## config.mk

```make
export PLATFORM = sky130hd
export DESIGN_NAME = strap_latch_decoder
export DESIGN_NICKNAME = d
export VERILOG_FILES = /design/src/rtl/strap_pkg.sv /design/src/rtl/pg_qualifier.sv /design/src/rtl/strap_capture.sv /design/src/rtl/strap_decode.sv /design/src/rtl/strap_latch_decoder.sv
export SDC_FILE = /design/constraint.sdc
export NUM_CORES = 1
export LEC_CHECK = 0
export ABC_AREA = 1
export BUFFER_PORTS_ARGS = -buffer_cell sky130_fd_sc_hd__buf_2
export CORE_AREA = 2 2 39 41
export CTS_CLUSTER_DIAMETER = 40
export DETAILED_ROUTE_END_ITERATION = 8
export DIE_AREA = 0 0 41 43
export GPL_ROUTABILITY_DRIVEN = 0
export PLACE_DENSITY = 0.74
export SYNTH_ARGS = -nofsm -noshare
export SYNTH_HDL_FRONTEND = slang
export SYNTH_SLANG_ARGS = --single-unit
```

## constraint.sdc

```tcl
create_clock -name clk -period 2.5 [get_ports clk]
set_clock_uncertainty 0.05 [all_clocks]
set_input_delay 0.125 -clock clk [delete_from_list [all_inputs] [get_ports clk]]
set_output_delay 0.125 -clock clk [all_outputs]
set_load 0.02 [all_outputs]
```

## src/rtl/strap_pkg.sv

```systemverilog
package strap_pkg;

  typedef enum logic [1:0] {
    HOST_100 = 2'd0,
    HOST_133 = 2'd1,
    HOST_166 = 2'd2,
    HOST_200 = 2'd3
  } host_sel_e;

  typedef enum logic [1:0] {
    PA_DOT96 = 2'd0,
    PA_27M   = 2'd1,
    PA_OFF   = 2'd2
  } pair_a_e;

  typedef struct packed {
    logic [2:0] fs;
    logic [1:0] fsel;
    logic       creq;
  } strap_t;

  typedef struct packed {
    host_sel_e host;
    logic      bad;
  } host_dec_t;

  localparam strap_t STRAP_DEFAULT = '{fs: 3'b101, fsel: 2'b00, creq: 1'b0};

  function automatic host_dec_t decode_host(input logic [2:0] fs);
    host_dec_t r;
    r.bad  = 1'b0;
    unique case (fs)
      3'b101:  r.host = HOST_100;
      3'b001:  r.host = HOST_133;
      3'b011:  r.host = HOST_166;
      3'b010:  r.host = HOST_200;
      default: begin
        r.host = HOST_100;
        r.bad  = 1'b1;
      end
    endcase
    return r;
  endfunction

  function automatic pair_a_e decode_pair_a(input logic [1:0] fsel);
    pair_a_e r;
    unique case (fsel)
      2'b10:   r = PA_27M;
      2'b11:   r = PA_OFF;
      default: r = PA_DOT96;
    endcase
    return r;
  endfunction

  function automatic logic decode_pair_b_sst(input logic [1:0] fsel);
    return (fsel == 2'b00);
  endfunction

endpackage

```

## src/rtl/pg_qualifier.sv

```systemverilog
module pg_qualifier #(
  parameter int SYNC_STAGES = 2,
  parameter int QUAL_LEN    = 2
) (
  input  logic clk,
  input  logic rst_n,
  input  logic pwrgd_n_i,
  output logic pg_low_o,
  output logic qual_valid_o
);
  localparam int CW = $clog2(QUAL_LEN) + 1;
  localparam logic [CW-1:0] SAT  = CW'(QUAL_LEN - 1);

  logic [SYNC_STAGES-1:0] sync_q;
  logic [CW-1:0]          low_cnt;

  genvar gi;
  generate
    for (gi = 0; gi < SYNC_STAGES; gi++) begin : g_sync
      if (gi == 0) begin : g_first
        always_ff @(posedge clk or negedge rst_n) begin
          if (!rst_n) sync_q[0] <= 1'b1;
          else        sync_q[0] <= pwrgd_n_i;
        end
      end else begin : g_rest
        always_ff @(posedge clk or negedge rst_n) begin
          if (!rst_n) sync_q[gi] <= 1'b1;
          else        sync_q[gi] <= sync_q[gi-1];
        end
      end
    end
  endgenerate

  assign pg_low_o = ~sync_q[SYNC_STAGES-1];

  always_ff @(posedge clk or negedge rst_n) begin
    if (!rst_n)                low_cnt <= '0;
    else if (!pg_low_o)        low_cnt <= '0;
    else if (low_cnt < SAT)    low_cnt <= low_cnt + 1'b1;
  end

  assign qual_valid_o = pg_low_o && (low_cnt >= SAT);
endmodule

```

## src/rtl/strap_capture.sv

```systemverilog
module strap_capture
  import strap_pkg::*;
(
  input  logic   clk,
  input  logic   rst_n,
  input  logic   qual_valid_i,
  input  logic   test_mode_i,
  input  strap_t straps_i,
  output strap_t held_o,
  output logic   locked_o,
  output logic   capture_o
);
  assign capture_o = qual_valid_i && (!locked_o || test_mode_i);

  always_ff @(posedge clk or negedge rst_n) begin
    if (!rst_n) begin
      held_o   <= STRAP_DEFAULT;
      locked_o <= 1'b0;
    end else if (capture_o) begin
      held_o   <= straps_i;
      locked_o <= 1'b1;
    end
  end
endmodule

```

## src/rtl/strap_decode.sv

```systemverilog
module strap_decode
  import strap_pkg::*;
(
  input  strap_t     held_i,
  output logic [1:0] host_code_o,
  output logic       invalid_o,
  output logic [1:0] pair_a_o,
  output logic       pair_b_sst_o,
  output logic       creq_xclk_o
);
  host_dec_t hd;
  pair_a_e   pa;

  always_comb begin
    hd           = decode_host(held_i.fs);
    pa           = decode_pair_a(held_i.fsel);
    host_code_o  = hd.host;
    invalid_o    = hd.bad;
    pair_a_o     = pa;
    pair_b_sst_o = decode_pair_b_sst(held_i.fsel);
    creq_xclk_o  = held_i.creq;
  end
endmodule

```

## src/rtl/strap_latch_decoder.sv

```systemverilog
module strap_latch_decoder
  import strap_pkg::*;
#(
  parameter int SYNC_STAGES = 2,
  parameter int QUAL_LEN    = 2
) (
  input  logic       clk,
  input  logic       rst_n,
  input  logic       pwrgd_n_i,
  input  logic       test_mode_i,
  input  logic [2:0] fs_i,
  input  logic [1:0] fsel_i,
  input  logic       creq_sel_i,
  output logic [1:0] host_code_o,
  output logic [1:0] pair_a_sel_o,
  output logic       pair_b_sst_o,
  output logic       creq_xclk_o,
  output logic       strap_invalid_o,
  output logic       locked_o
);
  logic   pg_low;
  logic   qual_valid;
  logic   capture_evt;
  strap_t straps_now;
  strap_t held;

  assign straps_now = '{fs: fs_i, fsel: fsel_i, creq: creq_sel_i};

  pg_qualifier #(.SYNC_STAGES(SYNC_STAGES), .QUAL_LEN(QUAL_LEN)) u_qual (
    .clk          (clk),
    .rst_n        (rst_n),
    .pwrgd_n_i    (pwrgd_n_i),
    .pg_low_o     (pg_low),
    .qual_valid_o (qual_valid)
  );

  strap_capture u_cap (
    .clk          (clk),
    .rst_n        (rst_n),
    .qual_valid_i (qual_valid),
    .test_mode_i  (test_mode_i),
    .straps_i     (straps_now),
    .held_o       (held),
    .locked_o     (locked_o),
    .capture_o    (capture_evt)
  );

  strap_decode u_dec (
    .held_i       (held),
    .host_code_o  (host_code_o),
    .invalid_o    (strap_invalid_o),
    .pair_a_o     (pair_a_sel_o),
    .pair_b_sst_o (pair_b_sst_o),
    .creq_xclk_o  (creq_xclk_o)
  );
endmodule

```

==> run metrics <==
layout cell share with drive strength beyond 1 38.46%; pin count of the biggest net entering global routing 12; syn avg cell area 8.986 sq um; final worst setup slack 1142 ps; htree depth 1; 1st-iter DRT viols 7; sequential share of the synthesized area 56.71%; RSZ-0062 raised after global routing false; DRC 0; Root Buffer Master clkbuf_4; Pre-antenna DRT Iters 2; Hold Path Class in -> reg; Mapped Nets 66; most common cell after layout, fill and taps aside buf_2; PortBufs 17; Global Route Usage Sum between 10% and 20%; Yosys reg bits 11; CTS buffer count 3; CP max FO 4; DR vias about 410; YS warnings 0; Die Wd 41 um; VDD IR max ~470 uV; Post-CTS Setup Bufs 0; CP Class reg -> out; Worst Setup End Kind primary output; RR Startpoint u_qual.low_cnt[0]$_DFFE_PN0P_; initial antenna violation count 0; CP startpoint u_cap.held_o[3]$_DFFE_PN1P_; sw frac 43.42%; DP Worst Slack 1225 ps; Antenna Nets Post-Route 0; most frequent cells in the layout buf_2 (17), nand2_1 (16), inv_1 (8), nand3_1 (8), dfrtp_1 (7); routed len/inst between 9 and 10 um; hold_buf cts 2; post_cts resized 0; Vert. Die Dim approximately 43 um; n_diodes 0; HPWL Detailed 709.1 um; first-pass GRT wire length 1518 um; Hold Path Origin fs_i[2]; Worst EP arrival between 1000 and 1500 ps; I/O Pins 18; Slew @ Worst Pin approximately 250 ps; clk sinks 11; final worst-path cycle share 54.32%; count of final setup violators 0; Max-slew headroom 83.02%; sw power around 0.00034 W; Leak 0.3556 nW; power share of the combinational group 45.8%; Mapped Cells 55; sequential share of power 39.1%; Pwr Density 1209 nW/um^2; final hold viol count 0; required time worst endpoint ~2300 ps; fin nets 90; clk_lat worst skew 260 ps; row cnt 14; CP Launch Type register; mapped cell area around 500 sq um; FMAX around 740 MHz; clock transition at the registers of the reported paths 70 ps; vias per cell 4.351; Congestion Overflow GR 0; Max Slew Vio Count 0; Int Power 0.0004425 W; Final Util 46.75%; CTS max path bufs 2; die area between 1500 and 2000 sq um; CTS tree done; drt total wl 899 um; core area 1384 sq um; max cap viols 0; Clk pwr share ~15%; Area growth, synth to finish 30.89%; fin crit period 1358 ps; setup TNS 0 ps; status finished clean; post-synth cell types 13; Initial Util 35.71%; vias in the first global route ~370
cell families (layout without fill, tap and decap cells):
group           after synthesis  after routing  share of synthesized area, %
compound gates                4              4                         5.570
flops                        11             11                         56.71
simple gates                 30             30                         28.36
fa+ha+maj                     1              1                         2.531
buf+inv                       9             32                         6.835
synthesized netlist by cell type, drive strengths merged:
cell,number,area (sq um)
a21oi,2,10.01
nand2,17,71.32
ha,1,12.51
dfstp,4,105.1
dfrtp,7,175.2
nor2,4,22.52
nand3,8,40.04
inv,9,33.78
or2,1,6.260
o21ai,2,17.52
metrics by stage:
stage	instances	total power (W)	area [sq um]	hold WS [ps]
after floorplan	55	0.0005556	494.2	-220.6
after global routing	94	0.0008581	646.9	32.46
after detailed placement	88	0.0006664	599.3	-48.91
final	94	0.0007820	646.9	27.20
after CTS	94	0.0007862	646.9	29.27
after global placement	88	0.0006518	599.3	-49.67
metal layers:
layer	wire length, um	track usage [%]	share of wire [%]
met3	40	3.665	4.4
met5	0	0	0
met1	419	18.64	47
met4	12	6.000	1.3
met2	427	17.19	47
power by group through the flow:
stage | sequential (W) | clock [W] | combinational, W
2_1_floorplan | 0.000304 | 0 | 0.000251
3_3_place_gp | 0.000304 | 0 | 0.000348
3_5_place_dp | 0.000307 | 0 | 0.000359
4_1_cts | 0.000304 | 0.000119 | 0.000362
5_1_grt | 0.000316 | 0.000132 | 0.000410
6_report | 0.000306 | 0.000118 | 0.000358
sequential cells by signal (all words and copies together) (netlist names):
| name | flops |
|---|---|
| u_qual.sync_q | 2 |
| u_qual.low_cnt | 2 |
| u_cap.held_o | 6 |
| u_cap.locked_o | 1 |
critical path, stage by stage (launching register included):
cell and delay [ps]:
dfstp_2 560, nand2_1 60, a21oi_1 130, buf_2 180
path summary, 6_finish.rpt:
path                                               endpoint  slack, ps  cells past startpoint
worst max-delay path                         host_code_o[0]       1140                      3
worst min register to register   u_qual.sync_q[1]$_DFF_PN1_        310                      0
worst max register to register  u_cap.held_o[0]$_DFFE_PN0P_       1220                      6
min in group asynchronous       u_cap.held_o[2]$_DFFE_PN0P_        200                      2
worst min-delay path            u_cap.held_o[5]$_DFFE_PN1P_         30                      3
max in group asynchronous       u_cap.held_o[5]$_DFFE_PN1P_       1940                      2
layout make-up:
class                           instances  area, sq um
Fill cell                             132        737.0
Timing Repair Buffer                   19        105.1
Tap cell                               16        20.02
Inverter                                9        33.78
Clock inverter                          1        5.005
Clock buffer                            3        22.52
Multi-Input combinational cell         35        180.2
Sequential cell                        11        280.3
(Power assumes the default switching activity.)
